--- config.mk ---
export PLATFORM = sky130hd
export DESIGN_NAME = cfg_ctrl_if
export DESIGN_NICKNAME = d
export VERILOG_FILES = /design/src/rtl/cfg_pkg.sv /design/src/rtl/cfg_pin_sync.sv /design/src/rtl/cfg_spi_frame.sv /design/src/rtl/cfg_regs.sv /design/src/rtl/cfg_ctrl_if.sv
export SDC_FILE = /design/constraint.sdc
export NUM_CORES = 1
export LEC_CHECK = 0
export ABC_AREA = 1
export ABC_CLOCK_PERIOD_IN_PS = 1800
export BUFFER_PORTS_ARGS = -buffer_cell sky130_fd_sc_hd__buf_2
export CORE_UTILIZATION = 50
export CTS_BUF_LIST = sky130_fd_sc_hd__clkbuf_8
export DETAILED_ROUTE_END_ITERATION = 16
export PLACE_DENSITY = 0.82
export SYNTH_ARGS = -nofsm -noshare
export SYNTH_HDL_FRONTEND = slang
export SYNTH_SLANG_ARGS = --single-unit
--- constraint.sdc ---
create_clock -name clk -period 1.8 [get_ports clk]
set_input_delay 0.27 -clock clk [delete_from_list [all_inputs] [get_ports clk]]
set_output_delay 0.27 -clock clk [all_outputs]
set_load 0.01 [all_outputs]
--- src/rtl/cfg_pkg.sv ---
package cfg_pkg;
  localparam int CFG_ADDR_W = 13;
  localparam int CFG_LEN_W  = 2;
  localparam int CFG_BYTE_W = 8;

  localparam logic [CFG_ADDR_W-1:0] A_CHAN = 13'h0003;
  localparam logic [CFG_ADDR_W-1:0] A_MODE = 13'h0005;
  localparam logic [CFG_ADDR_W-1:0] A_CLK  = 13'h0006;
  localparam logic [CFG_ADDR_W-1:0] A_REF  = 13'h0008;
  localparam logic [CFG_ADDR_W-1:0] A_OUT  = 13'h0011;

  localparam logic [1:0] FMT_OFFSET = 2'b00;
  localparam logic [1:0] FMT_TWOS   = 2'b01;
  localparam logic [1:0] FMT_GRAY   = 2'b10;
  localparam logic [2:0] STEP_RSVD  = 3'd7;

  typedef enum logic [1:0] {PH_IDLE, PH_HDR, PH_DATA, PH_DONE} phase_t;

  typedef struct packed {
    logic [1:0] ch_sel;
    logic [1:0] op_mode;
    logic       clk_se;
    logic       clk_div2;
    logic       dcs_en;
    logic       ref_en;
    logic [2:0] ref_step;
    logic       out_lvds;
    logic [1:0] fmt;
  } cfg_t;

  function automatic logic [1:0] fmt_effective(logic [1:0] code);
    return (code == 2'b11) ? FMT_OFFSET : code;
  endfunction

  function automatic logic [2:0] step_next(logic [2:0] cur, logic [2:0] req);
    return (req == STEP_RSVD) ? cur : req;
  endfunction

  function automatic cfg_t cfg_default(logic lvds, logic [1:0] fmt);
    cfg_t c;
    c          = '0;
    c.ch_sel   = 2'b11;
    c.dcs_en   = 1'b1;
    c.out_lvds = lvds;
    c.fmt      = fmt;
    return c;
  endfunction

  function automatic cfg_t cfg_write(cfg_t cur, logic [CFG_ADDR_W-1:0] a,
                                     logic [CFG_BYTE_W-1:0] d);
    cfg_t n;
    n = cur;
    case (a)
      A_CHAN: n.ch_sel = d[1:0];
      A_MODE: n.op_mode = d[1:0];
      A_CLK:  {n.clk_se, n.clk_div2, n.dcs_en} = d[2:0];
      A_REF: begin
        n.ref_en   = d[3];
        n.ref_step = step_next(cur.ref_step, d[2:0]);
      end
      A_OUT: begin
        n.out_lvds = d[3];
        n.fmt      = d[1:0];
      end
      default: ;
    endcase
    return n;
  endfunction

  function automatic logic [CFG_BYTE_W-1:0] cfg_read(cfg_t c, logic [CFG_ADDR_W-1:0] a);
    case (a)
      A_CHAN:  return {6'b0, c.ch_sel};
      A_MODE:  return {6'b0, c.op_mode};
      A_CLK:   return {5'b0, c.clk_se, c.clk_div2, c.dcs_en};
      A_REF:   return {4'b0, c.ref_en, c.ref_step};
      A_OUT:   return {4'b0, c.out_lvds, 1'b0, c.fmt};
      default: return '0;
    endcase
  endfunction
endpackage

--- src/rtl/cfg_pin_sync.sv ---
module cfg_pin_sync #(
  parameter int         N       = 3,
  parameter logic [N-1:0] RST_VAL = '0
) (
  input  logic         clk,
  input  logic         rst_n,
  input  logic [N-1:0] pin_i,
  output logic [N-1:0] lvl_o
);
  for (genvar g = 0; g < N; g++) begin : g_bit
    logic s1, s2;
    always_ff @(posedge clk or negedge rst_n) begin
      if (!rst_n) begin
        s1 <= RST_VAL[g];
        s2 <= RST_VAL[g];
      end else begin
        s1 <= pin_i[g];
        s2 <= s1;
      end
    end
    assign lvl_o[g] = s2;
  end
endmodule

--- src/rtl/cfg_spi_frame.sv ---
module cfg_spi_frame
  import cfg_pkg::*;
#(
  parameter int ADDR_W = CFG_ADDR_W,
  parameter int LEN_W  = CFG_LEN_W
) (
  input  logic              clk,
  input  logic              rst_n,
  input  logic              cs_fall,
  input  logic              cs_rise,
  input  logic              sclk_rise,
  input  logic              sdi,
  input  logic [7:0]        rd_data,
  output logic [ADDR_W-1:0] bus_addr,
  output logic              wr_stb,
  output logic [7:0]        wr_data,
  output logic              sdo,
  output logic              sdo_oe
);
  localparam int HDR_BITS = 1 + LEN_W + ADDR_W;
  localparam int CNT_W    = $clog2(HDR_BITS);
  localparam logic [CNT_W-1:0] HCNT_LAST = CNT_W'(HDR_BITS - 1);

  phase_t              phase;
  logic [HDR_BITS-2:0] shreg;
  logic [HDR_BITS-1:0] hdr_full;
  logic [CNT_W-1:0]    hcnt;
  logic                rw_q;
  logic [LEN_W-1:0]    len_q, byte_q;
  logic [ADDR_W-1:0]   addr_q;
  logic [2:0]          bit_q;
  logic [6:0]          wsh;
  logic                sdo_q, oe_q;
  logic                bit_evt;

  assign hdr_full = {shreg, sdi};
  assign bit_evt  = sclk_rise && !cs_rise && !cs_fall;
  assign wr_stb   = bit_evt && (phase == PH_DATA) && !rw_q && (bit_q == 3'd7);
  assign wr_data  = {wsh, sdi};
  assign bus_addr = addr_q;
  assign sdo      = sdo_q;
  assign sdo_oe   = oe_q;

  always_ff @(posedge clk or negedge rst_n) begin
    if (!rst_n) begin
      phase  <= PH_IDLE;
      shreg  <= '0;
      hcnt   <= '0;
      rw_q   <= 1'b0;
      len_q  <= '0;
      byte_q <= '0;
      addr_q <= '0;
      bit_q  <= '0;
      wsh    <= '0;
      sdo_q  <= 1'b0;
      oe_q   <= 1'b0;
    end else begin
      if (cs_rise) begin
        phase <= PH_IDLE;
      end else if (cs_fall) begin
        phase <= PH_HDR;
        hcnt  <= '0;
        rw_q  <= 1'b0;
      end else if (sclk_rise) begin
        case (phase)
          PH_HDR: begin
            shreg <= hdr_full[HDR_BITS-2:0];
            hcnt  <= hcnt + CNT_W'(1);
            if (hcnt == HCNT_LAST) begin
              phase  <= PH_DATA;
              rw_q   <= hdr_full[HDR_BITS-1];
              len_q  <= hdr_full[ADDR_W +: LEN_W];
              addr_q <= hdr_full[ADDR_W-1:0];
              bit_q  <= '0;
              byte_q <= '0;
            end
          end
          PH_DATA: begin
            wsh   <= wr_data[6:0];
            bit_q <= bit_q + 3'd1;
            if (bit_q == 3'd7) begin
              addr_q <= addr_q + ADDR_W'(1);
              byte_q <= byte_q + LEN_W'(1);
              if (byte_q == len_q) phase <= PH_DONE;
            end
          end
          default: ;
        endcase
      end
      sdo_q <= (phase == PH_DATA) && rw_q && rd_data[3'd7 - bit_q];
      oe_q  <= rw_q && ((phase == PH_DATA) || (phase == PH_DONE));
    end
  end
endmodule

--- src/rtl/cfg_regs.sv ---
module cfg_regs
  import cfg_pkg::*;
#(
  parameter int ADDR_W = CFG_ADDR_W
) (
  input  logic              clk,
  input  logic              rst_n,
  input  logic              spi_enter,
  input  logic              strap_lvds,
  input  logic [1:0]        strap_fmt,
  input  logic              wr_stb,
  input  logic [ADDR_W-1:0] bus_addr,
  input  logic [7:0]        wr_data,
  output logic [7:0]        rd_data,
  output logic              srst_pulse,
  output cfg_t              cfg
);
  logic       strap_lvds_q;
  logic [1:0] strap_fmt_q;

  assign srst_pulse = wr_stb && (bus_addr == A_MODE) && wr_data[7];
  assign rd_data    = cfg_read(cfg, bus_addr);

  always_ff @(posedge clk or negedge rst_n) begin
    if (!rst_n) begin
      cfg          <= cfg_default(1'b0, FMT_OFFSET);
      strap_lvds_q <= 1'b0;
      strap_fmt_q  <= FMT_OFFSET;
    end else if (spi_enter) begin
      strap_lvds_q <= strap_lvds;
      strap_fmt_q  <= strap_fmt;
      cfg.out_lvds <= strap_lvds;
      cfg.fmt      <= strap_fmt;
    end else if (srst_pulse) begin
      cfg <= cfg_default(strap_lvds_q, strap_fmt_q);
    end else if (wr_stb) begin
      cfg <= cfg_write(cfg, bus_addr, wr_data);
    end
  end
endmodule

--- src/rtl/cfg_ctrl_if.sv ---
module cfg_ctrl_if
  import cfg_pkg::*;
#(
  parameter int ADDR_W = CFG_ADDR_W,
  parameter int LEN_W  = CFG_LEN_W
) (
  input  logic       clk,
  input  logic       rst_n,
  input  logic       cs_n,
  input  logic       sclk,
  input  logic       sdio_in,
  output logic       sdio_out,
  output logic       sdio_oe,
  output logic       spi_mode,
  output logic [1:0] ch_sel,
  output logic [1:0] op_mode,
  output logic       clk_se,
  output logic       clk_div2,
  output logic       dcs_en,
  output logic       ref_en,
  output logic [2:0] ref_step,
  output logic       out_lvds,
  output logic [1:0] data_fmt
);
  logic [2:0]        lvl;
  logic              cs_lvl, sclk_lvl, sdio_lvl;
  logic              cs_prev, sclk_prev;
  logic              cs_fall, cs_rise, sclk_rise;
  logic              spi_mode_q, spi_enter, cs_active;
  logic              wr_stb, srst_pulse;
  logic [ADDR_W-1:0] bus_addr;
  logic [7:0]        wr_data, rd_data;
  cfg_t              cfg;

  cfg_pin_sync #(.N(3), .RST_VAL(3'b100)) i_sync (
    .clk(clk), .rst_n(rst_n), .pin_i({cs_n, sclk, sdio_in}), .lvl_o(lvl)
  );
  assign {cs_lvl, sclk_lvl, sdio_lvl} = lvl;

  always_ff @(posedge clk or negedge rst_n) begin
    if (!rst_n) begin
      cs_prev    <= 1'b1;
      sclk_prev  <= 1'b0;
      spi_mode_q <= 1'b0;
    end else begin
      cs_prev   <= cs_lvl;
      sclk_prev <= sclk_lvl;
      if (cs_fall) spi_mode_q <= 1'b1;
    end
  end

  assign cs_fall   = cs_prev && !cs_lvl;
  assign cs_rise   = !cs_prev && cs_lvl;
  assign sclk_rise = !sclk_prev && sclk_lvl && !cs_lvl;
  assign spi_enter = cs_fall && !spi_mode_q;
  assign cs_active = !cs_lvl;

  cfg_spi_frame #(.ADDR_W(ADDR_W), .LEN_W(LEN_W)) i_frame (
    .clk(clk), .rst_n(rst_n), .cs_fall(cs_fall), .cs_rise(cs_rise),
    .sclk_rise(sclk_rise), .sdi(sdio_lvl), .rd_data(rd_data),
    .bus_addr(bus_addr), .wr_stb(wr_stb), .wr_data(wr_data),
    .sdo(sdio_out), .sdo_oe(sdio_oe)
  );

  cfg_regs #(.ADDR_W(ADDR_W)) i_regs (
    .clk(clk), .rst_n(rst_n), .spi_enter(spi_enter),
    .strap_lvds(sdio_lvl), .strap_fmt({1'b0, sclk_lvl}),
    .wr_stb(wr_stb), .bus_addr(bus_addr), .wr_data(wr_data),
    .rd_data(rd_data), .srst_pulse(srst_pulse), .cfg(cfg)
  );

  assign spi_mode = spi_mode_q;
  assign ch_sel   = cfg.ch_sel;
  assign op_mode  = cfg.op_mode;
  assign clk_se   = cfg.clk_se;
  assign clk_div2 = cfg.clk_div2;
  assign dcs_en   = cfg.dcs_en;
  assign ref_en   = cfg.ref_en;
  assign ref_step = cfg.ref_step;
  assign out_lvds = spi_mode_q ? cfg.out_lvds : sdio_lvl;
  assign data_fmt = spi_mode_q ? fmt_effective(cfg.fmt) : {1'b0, sclk_lvl};
endmodule

== Word-level counts from Yosys, hierarchy flattened ==
Cells that the tools add are included.
Storage, ports and cells
  bits in registers: 76
  bits of input ports: 5
  output and inout bits: 17
  logic and storage cells: 146
Cells by class
  $add $sub $neg: 5
  order comparisons: 1
  equality and inequality tests: 19
  multiplexer cells: 37
  bitwise gates (word level): 3
  reductions and logical operators: 50
Operators with widths (number)
  2-to-1 mux 14 bit: 2
  == test 13 x 3 -> 1 bit (second input constant): 2
  2-to-1 mux 13 bit: 2
  one-hot mux 13 bit (2 select lines): 1
  2-to-1 mux 2 bit: 12
  one-hot mux 4 bit (5 select lines): 1
  nonzero test 2 bit: 9
  2-to-1 mux 4 bit: 4
  AND reduction 4 bit: 4
  logical AND 1 bit: 15
  2-to-1 mux 3 bit: 5
  AND reduction 3 bit: 5
  AND reduction 5 bit: 3
  adder 13 x 1 -> 13 bit (second input constant): 1
  == test 13 x 2 -> 1 bit (second input constant): 1
  == test 13 x 4 -> 1 bit (second input constant): 1
  == test 13 x 5 -> 1 bit (second input constant): 1
  nonzero test 3 bit: 3
  inequality test 4 x 3 -> 1 bit (second input constant): 2
  one-hot mux 2 bit (2 select lines): 2
  zero test 1 bit: 7
  == test 2 bit (second input constant): 3
  == test 3 bit (second input constant): 2
  2-to-1 mux 1 bit: 6
  other kinds (18): 21

== Logic depth before layout (Yosys ltp) ==
  depth in word-level cells: 12
  gate-level depth with buffers: 12
  depth with buffers taken out: 12

== By module ==
A second synthesis with hierarchy kept.
Second synthesis, totals
  cells, all modules: 535
  area, all modules: 4135.2 um^2
Modules (own cells, without submodules)
  cfg_spi_frame: instances 1, cells each 343, area an instance 2693.8 um^2, sequential area each 1276.2 um^2
  cfg_regs: instances 1, cells each 161, area an instance 1117.3 um^2, sequential area each 429.2 um^2
  cfg_pin_sync: instances 1, cells each 9, area an instance 175.2 um^2, sequential area each 152.6 um^2
  cfg_ctrl_if: instances 1, cells each 22, area an instance 148.9 um^2, sequential area each 76.3 um^2

== Worst setup path before layout ==
Ideal clock, no wire load.
  path type: register to register
  from: register i_sync.g_bit[2].s2
  to: register i_regs.cfg[1] (netlist name)
  library setup time: 0.126 ns
  arrival: 1.746 ns
  data required time: 1.674 ns
  path slack: -0.072 ns
  stages on the path, launching flop included: 11
  path buffers: 0
  clock period less this slack: 1.872 ns
  cells stage by stage: dfstp_2 inv_1 ha_1 nor2_2 nand2_1 nor3_4 nand3_2 inv_1 nor2_1 nand3_1 o21ai_0
Between the ends
  cells in the longest elaborated chain, start to end: 11
  elaborated cells between the ends (all ways): 19
  classes of those cells: 2 x mux; 17 x reduce/logical
Ends and longest elaborated chain
  from (decl): line cfg_pin_sync.sv:11  | logic s1, s2;
  from (signal assigned): line cfg_pin_sync.sv:15  | s2 <= RST_VAL[g];
  zero test 1 bit (*)
  logical AND 1 bit (*): line cfg_ctrl_if.sv:52  | assign cs_fall = cs_prev && !cs_lvl;
  via cs_fall: line cfg_ctrl_if.sv:28  | logic cs_fall, cs_rise, sclk_rise;
  zero test 1 bit: line cfg_spi_frame.sv:37  | assign bit_evt = sclk_rise && !cs_rise && !cs_fall;
  logical AND 1 bit: line cfg_spi_frame.sv:37
  logical AND 1 bit (3 in series): line cfg_spi_frame.sv:38  | assign wr_stb = bit_evt && (phase == PH_DATA) && !rw_q && (bit_q == 3'd7);
  logical AND 1 bit (2 in series): line cfg_regs.sv:21  | assign srst_pulse = wr_stb && (bus_addr == A_MODE) && wr_data[7];
  nonzero test 3 bit (no line) / 2-to-1 mux 14 bit (equally long branches)
  AND reduction 2 bit (no line) / 2-to-1 mux 3 bit (equally long branches)
The timed path passes the listed nets; every way through them passes the cells marked *.
A chain may end at the register's enable or synchronous reset.

== Final worst setup path ==
  from: register i_sync.g_bit[2].s2
  to: register i_regs.cfg[5] (netlist name)
Between the ends
  cells in the longest elaborated chain, start to end: 11
  elaborated cells between the ends (all ways): 20
  classes of those cells: 1 x eq/ne; 1 x mux; 1 x bitwise; 17 x reduce/logical
Ends and longest elaborated chain (line)
  zero test 1 bit (*)
  logical AND 1 bit (*): cfg_ctrl_if.sv:52
  via cs_fall: cfg_ctrl_if.sv:28
  zero test 1 bit: cfg_spi_frame.sv:37
  logical AND 1 bit: cfg_spi_frame.sv:37
  logical AND 1 bit (3 in series): cfg_spi_frame.sv:38
  logical AND 1 bit (2 in series): cfg_regs.sv:21
  inequality test 2 x 1 -> 1 bit (no line) / nonzero test 2 bit (equally long branches)
  AND reduction 4 bit (no line)
Marks and branches as above.

==> results_dict.tcl <==
set metrics [dict create \
    outcome "finished with violations" \
    violations "setup timing" \
    drt_first_pass_iters 6 \
    dr_total_vias 3763 \
    wl_per_cell_um 14.8 \
    grt_max_degree 37 \
    routabilityCongestion 0.934 \
    leakage_nw 2.42 \
    report.final.slew_viol_count 0 \
    drive_above_1_share_pct 26.7 \
    wirelength_um 10200 \
    dp_slack_ns -0.147 \
    diodes 0 \
    synth_cells 511 \
    cts_tree "built" \
    grt_overflow_total 0 \
    via_per_inst 5.49 \
    synth_top_area_share_pct 43.7 \
    boundaryPins 22 \
    path_clk_slew_ns 0.08 \
    ys.flop_type "dfrtp_1" \
    initial_utilization_pct 51.9 \
    min_path_type "primary input to register" \
    wl_met1_um 4300 \
    fin_util_pct 64.5 \
    num_rows 32 \
    fin_total_pwr_w 0.00376 \
    ant_nets 0 \
    synthTopCellsByArea "dfrtp_1 44%, nand2_1 14%, nand3_1 5.9%" \
    cts_max_level 3 \
    min_period_over_period_pct 103 \
    ys_warn_count 0 \
    io_buffers 21 \
    root_buffer "clkbuf_8" \
    layout_setup_ws_ns -0.0543 \
    synth_top_area_cell "dfrtp_1" \
    dp.cells 654 \
    arrival_ns 2.09 \
    drv_cap 0 \
    clock_sinks 76 \
    antenna_found_initial 0 \
    final_cells 686 \
    hold_violations 0 \
    async_reset_ff_share_pct 100 \
    powerDensity_nw_per_um2 754 \
    setup.worst_path.class "register to register" \
    avgSynthCellArea_um2 7.85 \
    fp.dieArea_um2 8380 \
    grt_pass1_wl_um 16900 \
    fin_crit_ns 1.85 \
    fmax_mhz 539 \
    max_slew_margin_pct 75.7 \
    end_kind "register" \
    mappedNetlistNets 528 \
    core_um2 7730 \
    crit_required_ns 2.04 \
    die_h_um 91.5 \
    top_layer "met4" \
    irDropWorstVdd_mv 0.625 \
    wl_met3_um 590 \
    finalSetupViolCount 4 \
    synthesis.area_um2 4010 \
    rsz0062_at_grt "true" \
    drc 0 \
    clk-insertion-delay-late_ns 0.35 \
    grt_usage_pct 25.5 \
    clockBufferDepth 2 \
    syn2layout_area_growth_pct 24.4 \
    final_nets 596 \
    drt_iter0_drc 259 \
    cts_buffers 9 \
    worst_pin_slew_ns 0.364 \
    fin_hold_ws_ns 0.0125 \
    yosysSeqAreaShare_pct 47.6 \
    yosysUniqueCellTypes 34 \
    start_kind "register" \
    ys_ff_latch 76 \
    synth-edff-count 0 \
    fin_skew_ns 0.00511 \
    grt_pass1_vias 3627 \
    crit_fanout 5 \
    dpl.hpwl_um 7040 \
    fp.dieW_um 91.5 \
    dr_wl_met2_um 5040 \
]
sequential cells by signal (all words and copies together), names as in the netlist, 2 cells and up:
register          cells
i_frame.byte_q        2
i_frame.wsh           7
i_sync.g_bit.s1       3
i_sync.g_bit.s2       3
i_frame.bus_addr     13
i_frame.hcnt          4
i_frame.shreg        15
i_frame.phase         2
i_frame.bit_q         3
i_regs.cfg           14
i_frame.len_q         2
final timing paths:
path / startpoint / slack [ns] / end / cells past startpoint
worst max-delay path: i_sync.g_bit[2].s2 / -0.05 / i_regs.cfg[5] / 10
worst min-delay path: cs_n / 0.01 / i_sync.g_bit[2].s1 / 1
worst max register to register: i_sync.g_bit[2].s2 / -0.05 / i_regs.cfg[5] / 10
worst min register to register: i_sync.g_bit[0].s1 / 0.36 / i_sync.g_bit[0].s2 / 0
max in group asynchronous: rst_n / 0.82 / cs_prev / 3
min in group asynchronous: rst_n / 0.37 / i_regs.strap_fmt_q[0] / 2
where the power goes:
| group | internal [W] | total [W] | leakage (nW) | switching, W |
|---|---|---|---|---|
| combinational | 0.000191 | 0.000469 | 1.30 | 0.000278 |
| clock | 0.000775 | 0.00142 | 0.109 | 0.000644 |
| sequential | 0.00179 | 0.00187 | 1.01 | 0.0000821 |
synth_stat cells, types with 2 or more instances:
cell	number
xor2_1	4
nand3_1	47
a31oi_1	3
a32o_1	2
o31ai_1	3
nand3_2	3
o2111ai_1	2
nor2_2	5
nor2_1	43
o22ai_1	3
dfstp_2	6
inv_1	62
ha_1	12
nor4_1	2
nand2_1	145
o21a_1	2
buf_2	3
o21ai_0	46
dfrtp_1	70
nand4_1	7
clkbuf_1	6
o211ai_1	3
buf_4	8
a21oi_1	14
cells in the final DEF, fill, tap and decap left out, types with 4 or more instances in the layout:
cell / netlist / routed
a21oi_1: 14 / 13
buf_2: 3 / 20
buf_4: 8 / 50
clkbuf_8: 0 / 9
dfrtp_1: 70 / 69
dfstp_2: 6 / 6
ha_1: 12 / 6
ha_4: 0 / 4
inv_1: 62 / 49
inv_2: 1 / 12
nand2_1: 145 / 137
nand2_2: 0 / 7
nand3_1: 47 / 44
nand3_2: 3 / 6
nand4_1: 7 / 7
nor2_1: 43 / 30
nor2_2: 5 / 15
nor2_4: 1 / 4
o21ai_0: 46 / 40
o21ai_1: 1 / 7
xor2_1: 4 / 4
metal layers:
metal  vias to the layer above  track usage, %
met5                         -               0
met4                         0            9.13
met3                        29            6.28
met2                       121            42.2
met1                      1822            32.5
li1                       1791               -
worst max-delay path, stage by stage (launching register included):
cell and delay [ns]:
dfstp_2 0.55, inv_2 0.06, ha_4 0.18, inv_4 0.06, nand4_1 0.14, nor2_4 0.23, nand3_4 0.15, nand4_1 0.16
nand2_2 0.10, nand2_1 0.06, nand2_1 0.05
cells by family after synthesis:
| kind of cell | share of synthesized area, % |
|---|---|
| flops | 47.6 |
| buf+inv | 8.33 |
| compound gates | 11.4 |
| simple gates | 27.8 |
| xor+xnor | 1.09 |
| fa+ha+maj | 3.75 |
area by class of cell:
type / count / area (um2)
clock inverters: 7 / 91.3
fillers: 602 / 2740
flip-flops and latches: 76 / 1910
multi-input cells: 356 / 1970
well taps: 102 / 128
inverters: 63 / 241
repair buffers: 73 / 526
clock buffers: 9 / 124
per-stage QoR:
step | TNS, ns | area [um2]
final | -0.151 | 4990
after global routing | -1.09 | 4990
after CTS | -0.258 | 4800
after detailed placement | -0.871 | 4450
after global placement | -0.137 | 4450
after floorplan | 0 | 4010
repair_timing:
item	4_1_cts	5_1_grt
hold buffers	1	0
pin swaps	7	18
buffers inserted	5	9
endpoints found under the hold margin	25	0
endpoints found under the setup margin	16	37
gates resized for setup	22	44
gates cloned	1	0
Note: power is estimated with default switching activity, not from simulation.
